## config.mk

```make
export PLATFORM = sky130hd
export DESIGN_NAME = boot_lock_guard
export DESIGN_NICKNAME = d
export VERILOG_FILES = /design/src/rtl/boot_lock_pkg.sv /design/src/rtl/boot_lock_cfg.sv /design/src/rtl/boot_lock_region.sv /design/src/rtl/boot_lock_status.sv /design/src/rtl/boot_lock_guard.sv
export SDC_FILE = /design/constraint.sdc
export NUM_CORES = 1
export LEC_CHECK = 0
export ABC_AREA = 1
export BUFFER_PORTS_ARGS = -buffer_cell sky130_fd_sc_hd__buf_4
export CORE_AREA = 2 2 64 66
export CTS_BUF_LIST = sky130_fd_sc_hd__clkbuf_4 sky130_fd_sc_hd__clkbuf_8
export CTS_CLUSTER_DIAMETER = 40
export DETAILED_ROUTE_END_ITERATION = 10
export DIE_AREA = 0 0 66 68
export PLACE_DENSITY = 0.79
export SLEW_MARGIN = 20
export SYNTH_ARGS = -nofsm -noshare
export SYNTH_HDL_FRONTEND = slang
export SYNTH_HIERARCHICAL = 1
export SYNTH_SLANG_ARGS = --single-unit
export TNS_END_PERCENT = 10
```

## constraint.sdc

```tcl
create_clock -name clk -period 2.4 [get_ports clk]
set_clock_uncertainty 0.05 [all_clocks]
set_input_delay 0.12 -clock clk [delete_from_list [all_inputs] [get_ports clk]]
set_output_delay 0.12 -clock clk [all_outputs]
set_load 0.01 [all_outputs]
```

## src/rtl/boot_lock_pkg.sv

```systemverilog
// Package: shared request kinds for the boot-region write guard.
// Assumes the command decoder encodes request kinds exactly as below.
package boot_lock_pkg;
    typedef enum logic [1:0] {
        KIND_PROG   = 2'd0,
        KIND_PAGE   = 2'd1,
        KIND_SECTOR = 2'd2,
        KIND_CHIP   = 2'd3
    } req_kind_e;

    localparam int KIND_COUNT = 4;
endpackage

```

## src/rtl/boot_lock_cfg.sv

```systemverilog
// Module: boot_lock_cfg
// Holds the sticky lock setting. The first lock command after reset is
// captured; later commands are ignored until reset.
// Assumes reset models the power-up load of the non-volatile lock bits.
module boot_lock_cfg (
    input  logic clk,
    input  logic rst_n,
    input  logic lock_en,
    input  logic lock_large,
    input  logic lock_top,
    output logic lock_on,
    output logic lock_is_large,
    output logic lock_is_top
);
    // Capture the first lock command; hold it until reset.
    always_ff @(posedge clk) begin
        if (!rst_n) begin
            lock_on       <= 1'b0;
            lock_is_large <= 1'b0;
            lock_is_top   <= 1'b0;
        end else if (lock_en && !lock_on) begin
            lock_on       <= 1'b1;
            lock_is_large <= lock_large;
            lock_is_top   <= lock_top;
        end
    end

    // an active lock can never change or drop before reset.
    assert_lock_sticky_R7: assert property (@(posedge clk) disable iff (!rst_n)
        lock_on |=> (lock_on && $stable(lock_is_large) && $stable(lock_is_top)));
endmodule

```

## src/rtl/boot_lock_region.sv

```systemverilog
// Module: boot_lock_region
// Combinational check of whether a request's byte span overlaps the
// locked window. Each request kind gets its own aligned span.
// Assumes span sizes are powers of two and the array is 2**ADDR_W bytes.
module boot_lock_region
    import boot_lock_pkg::*;
#(
    parameter int ADDR_W     = 19,
    parameter int SMALL_LOG  = 14,
    parameter int LARGE_LOG  = 16,
    parameter int PAGE_LOG   = 12,
    parameter int SECTOR_LOG = 16
) (
    input  logic              lock_on,
    input  logic              lock_is_large,
    input  logic              lock_is_top,
    input  req_kind_e         kind,
    input  logic [ADDR_W-1:0] addr,
    output logic              hit
);
    localparam int WW = ADDR_W + 1;
    localparam logic [WW-1:0] ONE         = WW'(1);
    localparam logic [WW-1:0] ARRAY_BYTES = ONE << ADDR_W;
    localparam logic [WW-1:0] SMALL_BYTES = ONE << SMALL_LOG;
    localparam logic [WW-1:0] LARGE_BYTES = ONE << LARGE_LOG;

    logic [WW-1:0] win_lo;
    logic [WW-1:0] win_hi;
    logic [WW-1:0] win_size;
    logic [KIND_COUNT-1:0] overlap;

    // Derive the inclusive bounds of the locked window.
    always_comb begin
        win_size = lock_is_large ? LARGE_BYTES : SMALL_BYTES;
        if (lock_is_top) begin
            win_lo = ARRAY_BYTES - win_size;
            win_hi = ARRAY_BYTES - ONE;
        end else begin
            win_lo = '0;
            win_hi = win_size - ONE;
        end
    end

    // One overlap test per request kind, each with its own span.
    for (genvar k = 0; k < KIND_COUNT; k++) begin : g_kind
        localparam int SPAN_LOG = (k == 0) ? 0 :
                                  (k == 1) ? PAGE_LOG :
                                  (k == 2) ? SECTOR_LOG : ADDR_W;
        localparam logic [WW-1:0] MASK = (ONE << SPAN_LOG) - ONE;
        logic [WW-1:0] span_lo;
        logic [WW-1:0] span_hi;
        assign span_lo    = {1'b0, addr} & ~MASK;
        assign span_hi    = {1'b0, addr} | MASK;
        assign overlap[k] = (span_hi >= win_lo) && (span_lo <= win_hi);
    end

    // Refuse only when a lock exists and the chosen span touches it.
    assign hit = lock_on && overlap[kind];
endmodule

```

## src/rtl/boot_lock_status.sv

```systemverilog
// Module: boot_lock_status
// Registered identification-mode status byte. One fixed address reports
// the bottom lock and another reports the top lock.
// Assumes the decoder only samples id_status while in identification mode.
module boot_lock_status #(
    parameter int ADDR_W   = 19,
    parameter int BOT_OFS  = 2,
    parameter int TOP_BACK = 14
) (
    input  logic              clk,
    input  logic              rst_n,
    input  logic              lock_on,
    input  logic              lock_is_large,
    input  logic              lock_is_top,
    input  logic [ADDR_W-1:0] id_addr,
    output logic [7:0]        id_status
);
    localparam logic [ADDR_W-1:0] BOT_ID = ADDR_W'(BOT_OFS);
    localparam logic [ADDR_W-1:0] TOP_ID = ADDR_W'((1 << ADDR_W) - TOP_BACK);

    logic [1:0] code;

    // Two-bit lock code: upper bit = locked, lower bit = large region.
    assign code = lock_on ? {1'b1, lock_is_large} : 2'b00;

    // Register the byte for the addressed location.
    always_ff @(posedge clk) begin
        if (!rst_n) begin
            id_status <= 8'h00;
        end else if (id_addr == BOT_ID && !lock_is_top) begin
            id_status <= {6'b0, code};
        end else if (id_addr == TOP_ID && lock_is_top) begin
            id_status <= {6'b0, code};
        end else begin
            id_status <= 8'h00;
        end
    end

    // with no lock held, the next status byte is zero.
    assert_status_idle_R9: assert property (@(posedge clk) disable iff (!rst_n)
        !lock_on |=> (id_status == 8'h00));
endmodule

```

## src/rtl/boot_lock_guard.sv

```systemverilog
// Module: boot_lock_guard (top)
// Screens program/erase requests against the sticky boot-region lock.
// Each request yields one registered outcome a cycle later: a forward
// or a deny pulse. Also serves the identification status byte.
// Assumes requests and lock commands are single-cycle strobes.
module boot_lock_guard
    import boot_lock_pkg::*;
#(
    parameter int ADDR_W     = 19,
    parameter int SMALL_LOG  = 14,
    parameter int LARGE_LOG  = 16,
    parameter int PAGE_LOG   = 12,
    parameter int SECTOR_LOG = 16
) (
    input  logic              clk,
    input  logic              rst_n,
    input  logic              lock_en,
    input  logic              lock_large,
    input  logic              lock_top,
    input  logic              req_valid,
    input  logic [1:0]        req_kind,
    input  logic [ADDR_W-1:0] req_addr,
    output logic              fwd_valid,
    output logic [1:0]        fwd_kind,
    output logic [ADDR_W-1:0] fwd_addr,
    output logic              deny,
    input  logic [ADDR_W-1:0] id_addr,
    output logic [7:0]        id_status
);
    logic      lock_on;
    logic      lock_is_large;
    logic      lock_is_top;
    logic      hit;
    req_kind_e kind;

    assign kind = req_kind_e'(req_kind);

    boot_lock_cfg u_cfg (
        .clk          (clk),
        .rst_n        (rst_n),
        .lock_en      (lock_en),
        .lock_large   (lock_large),
        .lock_top     (lock_top),
        .lock_on      (lock_on),
        .lock_is_large(lock_is_large),
        .lock_is_top  (lock_is_top)
    );

    boot_lock_region #(
        .ADDR_W    (ADDR_W),
        .SMALL_LOG (SMALL_LOG),
        .LARGE_LOG (LARGE_LOG),
        .PAGE_LOG  (PAGE_LOG),
        .SECTOR_LOG(SECTOR_LOG)
    ) u_region (
        .lock_on      (lock_on),
        .lock_is_large(lock_is_large),
        .lock_is_top  (lock_is_top),
        .kind         (kind),
        .addr         (req_addr),
        .hit          (hit)
    );

    boot_lock_status #(
        .ADDR_W(ADDR_W)
    ) u_status (
        .clk          (clk),
        .rst_n        (rst_n),
        .lock_on      (lock_on),
        .lock_is_large(lock_is_large),
        .lock_is_top  (lock_is_top),
        .id_addr      (id_addr),
        .id_status    (id_status)
    );

    // Register each request's outcome: forward it or pulse deny.
    always_ff @(posedge clk) begin
        if (!rst_n) begin
            fwd_valid <= 1'b0;
            deny      <= 1'b0;
            fwd_kind  <= '0;
            fwd_addr  <= '0;
        end else begin
            fwd_valid <= req_valid && !hit;
            deny      <= req_valid && hit;
            if (req_valid) begin
                fwd_kind <= req_kind;
                fwd_addr <= req_addr;
            end
        end
    end

    // never both outcomes at once.
    assert_single_outcome_R8: assert property (@(posedge clk) disable iff (!rst_n)
        !(deny && fwd_valid));

    // an outcome always traces back to a request one cycle earlier.
    assert_outcome_has_request_R8: assert property (@(posedge clk) disable iff (!rst_n)
        (deny || fwd_valid) |-> $past(req_valid));

    // a chip erase against an existing lock is refused next cycle.
    assert_chip_refused_R6: assert property (@(posedge clk) disable iff (!rst_n)
        (lock_on && req_valid && req_kind == 2'd3) |=> (deny && !fwd_valid));
endmodule

```

# --- Word-level counts from Yosys, hierarchy flattened ---
# Index checks and enable logic that the tools add are counted.
word_totals:
  register_bits: 34
  in_bits: 46
  out_inout_bits: 31
  wordCells: 45
classes:
  n_addsub: 2
  magnitude_cmp: 9
  n_eq_ne: 2
  mux: 8
  n_bitwise: 1
  n_reduce_logical: 14
op_table:
  columns: ["op", "count"]
  rows:
  - ["19-bit by 20-bit greater-or-equal comparator with 1-bit output", 3]
  - ["19-bit by 20-bit less-or-equal comparator with 1-bit output", 3]
  - ["20-bit two-way mux", 2]
  - ["19-bit by 20-bit greater-or-equal comparator with 1-bit output (first input constant)", 1]
  - ["1-bit by 20-bit less-or-equal comparator with 1-bit output (first input constant)", 1]
  - ["20-bit by 1-bit subtractor with 20-bit output (second input constant)", 1]
  - ["20-bit subtractor (first input constant)", 1]
  - ["19-bit == test (second input constant)", 1]
  - ["19-bit by 2-bit == test with 1-bit output (second input constant)", 1]
  - ["17-bit two-way mux", 1]
  - ["1-bit logical AND", 10]
  - ["2-bit two-way mux", 3]
  - ["1-bit zero test", 3]
  - ["2-bit by 3-bit less-than comparator with 1-bit output (second input constant)", 1]
  - ["1-bit binary-select mux with 2-bit select", 1]
  - ["2-bit OR reduction", 1]
  - ["1-bit two-way mux", 1]
  - ["1-bit NOT", 1]

# --- Depth between registers and ports, before layout ---
# Gate-level depths: netlist (run 1).
logic_depth:
  depth_word: 10
  depth_mapped: 16
  ltp_nobuf: 16

# --- By module ---
# Netlist (run 1), hierarchy kept.
modules_own_cells:
  columns: ["module", "n_inst", "cells_each", "area_per_inst_um2", "seq_area_each_um2"]
  rows:
  - ["boot_lock_guard", 1, 139, 1108.6, 460.4]
  - ["boot_lock_region", 1, 66, 327.8, 0.0]
  - ["boot_lock_status", 1, 53, 274.0, 40.0]
  - ["boot_lock_cfg", 1, 17, 121.4, 60.1]

# --- Worst setup path after synthesis (run 1) ---
# Ideal clock, no wire load.
synth_path:
  path_kind: "register -> register"
  startpoint: "register u_cfg.lock_is_top"
  endpoint: "register deny"
  setup_ps: 64
  t_arrival_ps: 1609
  required_ps: 2286
  path_slack_ps: 677
  stages_incl_launch_ff: 17
  n_path_buf: 0
  synth_period_minus_slack_ps: 1723
  path_cell_list: "dfxtp_1 -> inv_1 -> nor2_1 -> inv_1 -> ha_1 -> nand2_1 -> inv_1 -> nand2_1 -> nor2_1 -> nand2_1 -> nand2_1 -> nand2_1 -> nand2_1 -> nand2_1 -> a21oi_2 -> inv_1 -> nor2_1"
synth_via:
  elab_chain_len: 7
  word_cells_on_any_way: 18
  classes_between: "8 x order compare; 4 x mux; 6 x reduce/logical"
synth_rtl:
  columns: ["element", "line", "source"]
  rows:
  - ["start: declaration", "boot_lock_cfg.sv:13", "output logic lock_is_top"]
  - ["start signal: assignment", "boot_lock_cfg.sv:24", "lock_is_top <= lock_top;"]
  - ["20-bit two-way mux", "boot_lock_region.sv:35", "if (lock_is_top) begin"]
  - ["19-bit by 20-bit greater-or-equal comparator with 1-bit output, or another cell as far along", "boot_lock_region.sv:54", "assign overlap[k] = (span_hi >= win_lo) && (span_lo <= win_hi);"]
  - ["1-bit logical AND", "boot_lock_region.sv:54", null]
  - ["1-bit binary-select mux with 2-bit select (*)", "boot_lock_region.sv:58", "assign hit = lock_on && overlap[kind];"]
  - ["1-bit two-way mux (implied by the code) (*)", "boot_lock_region.sv:58", null]
  - ["1-bit logical AND (*)", "boot_lock_region.sv:58", null]
  - ["net hit", "boot_lock_guard.sv:33", "logic hit;"]
  - ["1-bit logical AND (*)", "boot_lock_guard.sv:85", "deny <= req_valid && hit;"]
  - ["end signal: assignment", "boot_lock_guard.sv:85", null]
  - ["end: declaration", "boot_lock_guard.sv:26", "output logic deny,"]
# The timed path passes the listed nets; every way through them passes the cells marked *. The select of a mux whose other input is x is not followed.
# A chain may end at the register's enable or synchronous reset.

# --- Worst setup path after layout (run 1) ---
# Same ends and word-level chain as after synthesis.

==> impl_metrics.tcl, run 1 <==
set metrics [dict create \
    status "complete, no violations" \
    cts.sink_count 28 \
    post_synth_cell_types 20 \
    dr.first_iter.drc_count 91 \
    routed_wirelength_um 3830 \
    postCtsResizedCells 0 \
    min-delay-start "lock_en" \
    clock_root_buffer "sky130_fd_sc_hd__clkbuf_8" \
    clk_pin_slew_ps 90 \
    place_hpwl_um 2990 \
    peakVddDrop_mv 0.189 \
    worst_path_largest_cell_delay_ps 430 \
    io_buffers 70 \
    cts-buffers-inserted 3 \
    synth-edff-count 0 \
    r2r-start "u_cfg/lock_is_top$_SDFFE_PN0P_" \
    placeableCoreArea_sq_mm 0.00386 \
    postCtsHoldBufs 0 \
    synth-warning-count 6 \
    worst_ep_arrival_time_ps 2110 \
    ctsHtreeMaxLevel 1 \
    number_of_antenna_violations_at_the_first_check_in_global_routing 0 \
    antenna_violating_nets_left 0 \
    min_period_ps 1940 \
    maxClockFrequency_mhz 515 \
    num_io_pins 77 \
    post_synth.cell_area_avg_sq_um 6.66 \
    avgRoutedWirePerCell_um 9.82 \
    cp.required_ps 2570 \
    critical_path.max_fanout 7 \
    timing.max_cap.violations 0 \
    max_slew_violation_total_from_the_final_report 0 \
    final_nets 394 \
    clock_latency_ps 270 \
    mappedNetlistArea_sq_mm 0.00183 \
    route.detailed.drc 0 \
    antenna-diode-count 0 \
    p_leak_nw 1.27 \
    holdPathStages 2 \
    min_delay_worst_endpoint "u_cfg/lock_on$_SDFFE_PN0P_" \
    area_growth_pct 27.7 \
    ff2ff_setup_slack_ps 460 \
    rows 23 \
    setup_tns_ps 0 \
    cts_tree "done" \
    synthArstFlopShare 0 \
    first_global_vias 1575 \
    cts-root-to-sink-buffers 2 \
    yosys_reg_bits 28 \
    worst_r2r_path_depth 16 \
    num-fill-cells 386 \
    cp_cell_sequence "inv_1, nor2_1, inv_1, ha_1, nand2_1, inv_1, nand2_1, nor2_1, nand2_1, nand2_1, nand2_1, nand2_1, nand2_1, a21oi_2, inv_1, nor2_1" \
    power_density_over_cell_area_mw_per_mm2 453 \
    grt_start_max_net_pins 44 \
    fp.dieW_um 66 \
    cts_setup_buffers 0 \
    crit-reg2reg-capture "deny$_SDFF_PN0_" \
    grt_util_all_layers 0.184 \
    worstHoldPathType "in -> reg" \
    timing.final.crit_share 0.809 \
    layout-drive-gt1-share 0.403 \
    yosysSeqAreaShare 0.306 \
    critPathLaunchType "register" \
    global_route_wire_length_before_repair_um 6440 \
    synth.top_cell.area_share 0.306 \
    syn_inst 275 \
    gr-total-overflow 0 \
    critical-path-slowest-cell "sky130_fd_sc_hd__dfxtp_1" \
    rsz0062_at_grt "no" \
    effective_utilization_at_floorplan 0.475 \
    vias 1717 \
    die_area_sq_mm 0.00449 \
    detail_route.first_pass.iterations 4 \
    total_count_of_hold_check_failures_in_the_final_report 0 \
    tightest_slew_ps 575 \
    dieHeight_um 68 \
    worst_path_most_repeated_cell "sky130_fd_sc_hd__nand2_1" \
    routed_via_density 4.40 \
    final-setup-viol-count 0 \
    worst_hold_slack_ps 20.0 \
    netlist.top_cell.by_area "sky130_fd_sc_hd__dfxtp_1" \
    synth_top_cells_by_area "sky130_fd_sc_hd__dfxtp_1, sky130_fd_sc_hd__nand2_1, sky130_fd_sc_hd__nor2_1, sky130_fd_sc_hd__nand2_2, sky130_fd_sc_hd__nor2_2" \
    ys_dominant_reg_cell "sky130_fd_sc_hd__dfxtp_1" \
    timing.critical_path.to_type "register" \
    crit_type "reg -> reg" \
    gpl.final_weighted_congestion 0.759 \
    max_slew_margin 0.617 \
    report.power.total_mw 1.06 \
]
-- synth_stat cells, types with 2 or more instances --
| cell | n |
|---|---|
| sky130_fd_sc_hd__inv_1 | 45 |
| sky130_fd_sc_hd__nor2_2 | 29 |
| sky130_fd_sc_hd__nand4_1 | 4 |
| sky130_fd_sc_hd__dfxtp_1 | 28 |
| sky130_fd_sc_hd__nor2_1 | 49 |
| sky130_fd_sc_hd__buf_12 | 2 |
| sky130_fd_sc_hd__ha_1 | 6 |
| sky130_fd_sc_hd__nand2_2 | 29 |
| sky130_fd_sc_hd__nand3_1 | 4 |
| sky130_fd_sc_hd__buf_4 | 7 |
| sky130_fd_sc_hd__inv_2 | 2 |
| sky130_fd_sc_hd__buf_6 | 3 |
| sky130_fd_sc_hd__nand2_1 | 58 |
| sky130_fd_sc_hd__a21oi_2 | 3 |
-- logic make-up (layout without fill, tap and decap cells) --
| group | Yosys count | after routing | share of synthesized area |
|---|---|---|---|
| simple gates | 174 | 174 | 0.454 |
| buf+inv | 60 | 120 | 0.173 |
| flops | 28 | 28 | 0.306 |
| fa+ha+maj | 6 | 6 | 0.0410 |
| compound gates | 6 | 6 | 0.0239 |
| other cells | 1 | 6 | 0.00205 |
-- metrics by stage --
step / cells / utilization / cell area [sq um] / setup slack, ps
detailed placement: 387 / 0.596 / 2300 / 476
global route: 390 / 0.606 / 2340 / 138
global placement: 387 / 0.596 / 2300 / 569
CTS: 390 / 0.606 / 2340 / 451
finish: 390 / 0.606 / 2340 / 459
floorplan: 280 / - / 1850 / 677
-- power by group --
| group | total [mW] | switching (mW) | internal [mW] |
|---|---|---|---|
| sequential | 0.514 | 0.0198 | 0.494 |
| clock | 0.254 | 0.141 | 0.113 |
| combinational | 0.291 | 0.153 | 0.138 |
-- critical path: cells and delay by family (launching register included) --
family	cells	cell delay (ps)
buf+inv	4	280
simple gates	10	680
fa+ha+maj	1	290
flops	1	430
compound gates	1	140
-- worst max-delay path by stage --
| stage | from | to |
|---|---|---|
| 6_report | u_cfg/lock_is_top$_SDFFE_PN0P_ | deny$_SDFF_PN0_ |
| 3_3_place_gp | u_cfg/lock_is_top$_SDFFE_PN0P_ | deny$_SDFF_PN0_ |
| 3_5_place_dp | u_cfg/lock_is_top$_SDFFE_PN0P_ | deny$_SDFF_PN0_ |
| 2_1_floorplan | u_cfg/lock_is_top$_SDFFE_PN0P_ | deny$_SDFF_PN0_ |
| 5_1_grt | u_cfg/lock_is_top$_SDFFE_PN0P_ | deny$_SDFF_PN0_ |
| 4_1_cts | u_cfg/lock_is_top$_SDFFE_PN0P_ | deny$_SDFF_PN0_ |
-- per-layer routing --
metal  track usage  share of wire  wire [um]
met3        0.0296          0.057        217
met5             0              0          0
met1         0.217           0.45       1720
met4        0.0638         0.0091         35
met2         0.337           0.49       1860
-- area by class of cell --
class	count	area, sq um	area share
tap	50	62.6	0.0268
sequential	28	561	0.240
clock buffer	3	41.3	0.0177
timing repair buffer	70	526	0.225
multi-input combinational	192	972	0.416
inverter	47	176	0.0754
-- layout by cell type (no fill, tap or decap) --
master and instances:
sky130_fd_sc_hd__o21ai_0 1, sky130_fd_sc_hd__nand2_1 58, sky130_fd_sc_hd__nor2_2 29, sky130_fd_sc_hd__a21oi_2 3, sky130_fd_sc_hd__inv_1 45, sky130_fd_sc_hd__buf_4 70, sky130_fd_sc_hd__inv_2 2, sky130_fd_sc_hd__nand4_1 4
sky130_fd_sc_hd__nor4_4 1, sky130_fd_sc_hd__o21a_1 1, sky130_fd_sc_hd__conb_1 6, sky130_fd_sc_hd__nor2_1 49, sky130_fd_sc_hd__nand2_2 29, sky130_fd_sc_hd__dfxtp_1 28, sky130_fd_sc_hd__clkbuf_8 3, sky130_fd_sc_hd__nand3_1 4
sky130_fd_sc_hd__ha_1 6, sky130_fd_sc_hd__a21oi_1 1
-- sequential cells by signal, summed over array words and instances (netlist names) --
| signal | count |
|---|---|
| fwd_addr | 19 |
| deny | 1 |
| u_status/id_status | 2 |
| fwd_valid | 1 |
| fwd_kind | 2 |
| u_cfg/lock_is_large | 1 |
| u_cfg/lock_on | 1 |
| u_cfg/lock_is_top | 1 |
No activity file was read; power rests on OpenSTA's default activity.
==> run 2: changes to the inputs <==
Settings changed: CORE_AREA 2 2 64 66 to 2 2 67 69, DIE_AREA 0 0 66 68 to 0 0 69 71, PLACE_DENSITY 0.79 to 0.75.
Clock period 2.4 ns to 1.6 ns, I/O delays scaled along.
==> run 2 against run 1 <==
  * The run now ends with setup timing left
  * Register-to-register slack worse by 490 ps
  * Sequential share of layout area down 0.95 points
  * Design area up 4.8%
  * Total power up 59%
  * First-iteration DRC count down 54%
  * Non-clock buffer count up 7
  * Critical path type unchanged
  * Critical endpoint unchanged
  * Largest cell class unchanged
==> impl_metrics.tcl, run 2 (synthesized netlist as in run 1, its figures left out) <==
set metrics [dict create \
    clock_root_buffer "sky130_fd_sc_hd__clkbuf_8" \
    ff_latch_area_sq_um 564 \
    power.combinational.fraction 0.281 \
    placement.cell_area_sq_mm 0.00236 \
    mostFrequentLayoutCells "sky130_fd_sc_hd__buf_4, sky130_fd_sc_hd__nand2_1, sky130_fd_sc_hd__nor2_1, sky130_fd_sc_hd__inv_1" \
    r2r-start "u_cfg/lock_is_top$_SDFFE_PN0P_" \
    cts-buffers-inserted 3 \
    worst_ep_arrival_time_ps 1800 \
    dr.first_iter.drc_count 42 \
    p_sw_uw 487 \
    vias 1711 \
    max_slew_margin 0.615 \
    cts_setup_buffers 0 \
    final-setup-viol-count 2 \
    final_design_area_no_fill_sq_mm 0.00245 \
    rsz0062_at_grt "yes" \
    min-delay-start "id_addr[3]" \
    num_io_pins 77 \
    num-fill-cells 432 \
    global_route_wire_length_before_repair_um 6600 \
    switching_share 0.290 \
    antenna-diode-count 0 \
    rows 24 \
    first_global_vias 1576 \
    gr-total-overflow 0 \
    placeableCoreArea_sq_mm 0.00420 \
    clock_power_share 0.262 \
    final_core_util 0.583 \
    largest_register_ffs 19 \
    power_density_over_cell_area_mw_per_mm2 686 \
    worst_r2r_path_depth 16 \
    die_area_sq_mm 0.00490 \
    min_delay_worst_endpoint "u_status/id_status[0]$_SDFF_PN0_" \
    multi_input_comb_area_sq_mm 0.00101 \
    power.internal_mw 1.19 \
    clk_pin_slew_ps 90 \
    effective_utilization_at_floorplan 0.436 \
    register_with_the_most_flip_flops "fwd_addr" \
    biggestRegsByFlops "fwd_addr: 19 flops, fwd_kind: 2 flops, u_status/id_status: 2 flops" \
    final_nets 401 \
    cts_tree "done" \
    holdPathStages 4 \
    worstHoldPathType "in -> reg" \
    gpl.final_weighted_congestion 0.759 \
    p_leak_nw 1.31 \
    cts-root-to-sink-buffers 2 \
    number_of_antenna_violations_at_the_first_check_in_global_routing 0 \
    io_buffers 70 \
    critPathLaunchType "register" \
    tightest_slew_ps 578 \
    timing.max_cap.violations 0 \
    ctsHtreeMaxLevel 1 \
    clock_latency_ps 270 \
    placed_cells 395 \
    most_frequent_standard_cell_in_the_layout_excluding_fill_and_tap_cells "sky130_fd_sc_hd__buf_4" \
    grt_start_max_net_pins 44 \
    total_count_of_hold_check_failures_in_the_final_report 0 \
    grt_util_all_layers 0.159 \
    area_growth_pct 33.8 \
    finalNonFillerCells 400 \
    timing.final.crit_share 1.02 \
    min_period_ps 1630 \
    cts.sink_count 28 \
    violations "setup timing" \
    antenna_violating_nets_left 0 \
    layout_setup_ws_ps -33.9 \
    place_hpwl_um 3070 \
    cp.required_ps 1770 \
    critical_path.max_fanout 4 \
    maxClockFrequency_mhz 612 \
    crit-reg2reg-capture "deny$_SDFF_PN0_" \
    seq_power_share 0.457 \
    routed_via_density 4.28 \
    avgRoutedWirePerCell_um 9.65 \
    max_slew_violation_total_from_the_final_report 0 \
    detail_route.first_pass.iterations 6 \
    report.power.total_mw 1.68 \
    layout-drive-gt1-share 0.434 \
    status "finished with violations" \
    timing.critical_path.to_type "register" \
    peakVddDrop_mv 0.358 \
    routed_wirelength_um 3860 \
    dieHeight_um 71 \
    ff2ff_setup_slack_ps -30 \
    fp.dieW_um 69 \
    route.detailed.drc 0 \
    crit_type "reg -> reg" \
]
-- run 2: changes by cell type in the layout (fill, tap and decap cells not counted), sizes merged --
cell	delta
buf	+6
clkbuf	+1
dlygate4sd3	+1
-- run 2: layer usage --
metal	part of all wire	up-vias	track usage
met5	0	-	0
met4	0.0060	0	0.0392
met3	0.047	2	0.0271
met2	0.50	34	0.294
met1	0.45	744	0.192
li1	-	931	-
-- run 2: layout make-up --
type | instances | area share
Multi-Input combinational cell | 192 | 0.411
Timing Repair Buffer | 77 | 0.237
Sequential cell | 28 | 0.230
Inverter | 47 | 0.0730
Tap cell | 52 | 0.0265
Clock buffer | 4 | 0.0225
-- run 2: worst max-delay path: stages, from the launching register on --
cell and delay [ps]:
sky130_fd_sc_hd__dfxtp_4 370, sky130_fd_sc_hd__inv_4 50, sky130_fd_sc_hd__nor2_4 90, sky130_fd_sc_hd__inv_2 50
sky130_fd_sc_hd__ha_4 260, sky130_fd_sc_hd__nand2_1 40, sky130_fd_sc_hd__inv_1 40, sky130_fd_sc_hd__nand2_1 40
sky130_fd_sc_hd__nor2_1 80, sky130_fd_sc_hd__nand2_1 50, sky130_fd_sc_hd__nand2_1 50, sky130_fd_sc_hd__nand2_1 40
sky130_fd_sc_hd__nand2_1 50, sky130_fd_sc_hd__nand2_1 70, sky130_fd_sc_hd__a21oi_2 140, sky130_fd_sc_hd__inv_1 50
sky130_fd_sc_hd__nor2_1 70
-- run 2: timing repair --
item / in CTS / in global routing
hold buffers: 1 / 0
hold endpoints to repair: 1 / 0
pin swaps: 10 / 0
endpoints found under the setup margin: 2 / 2
resized for setup: 4 / 0
-- run 2: power by group through the flow --
stage	Combinational [mW]	Sequential [mW]	Clock [mW]
2_1_floorplan	0.259	0.805	0
3_3_place_gp	0.455	0.786	0
3_5_place_dp	0.466	0.786	0
4_1_cts	0.479	0.770	0.457
5_1_grt	0.528	0.775	0.480
6_report	0.473	0.769	0.440
-- run 2: how the worst max path moves through the flow --
stage / from / slack, ps / cells past startpoint / end
after floorplan: u_cfg/lock_is_top$_SDFFE_PN0P_ / -10 / 16 / deny$_SDFF_PN0_
after global placement: u_cfg/lock_is_top$_SDFFE_PN0P_ / -50 / 16 / deny$_SDFF_PN0_
after detailed placement: u_cfg/lock_is_top$_SDFFE_PN0P_ / -80 / 16 / deny$_SDFF_PN0_
after CTS: u_cfg/lock_is_top$_SDFFE_PN0P_ / -50 / 12 / deny$_SDFF_PN0_
after global routing: u_cfg/lock_is_top$_SDFFE_PN0P_ / -200 / 16 / deny$_SDFF_PN0_
final: u_cfg/lock_is_top$_SDFFE_PN0P_ / -30 / 16 / deny$_SDFF_PN0_
-- run 2: per-stage QoR --
step | setup WS (ps) | setup TNS, ps | hold slack (ps)
2_1_floorplan | -11.1 | -17.9 | 140
5_1_grt | -202 | -374 | 41.2
3_3_place_gp | -52.8 | -97.2 | 262
4_1_cts | -48.1 | -63.6 | 39.6
6_report | -33.9 | -41.4 | 47.1
3_5_place_dp | -76.4 | -139 | 263
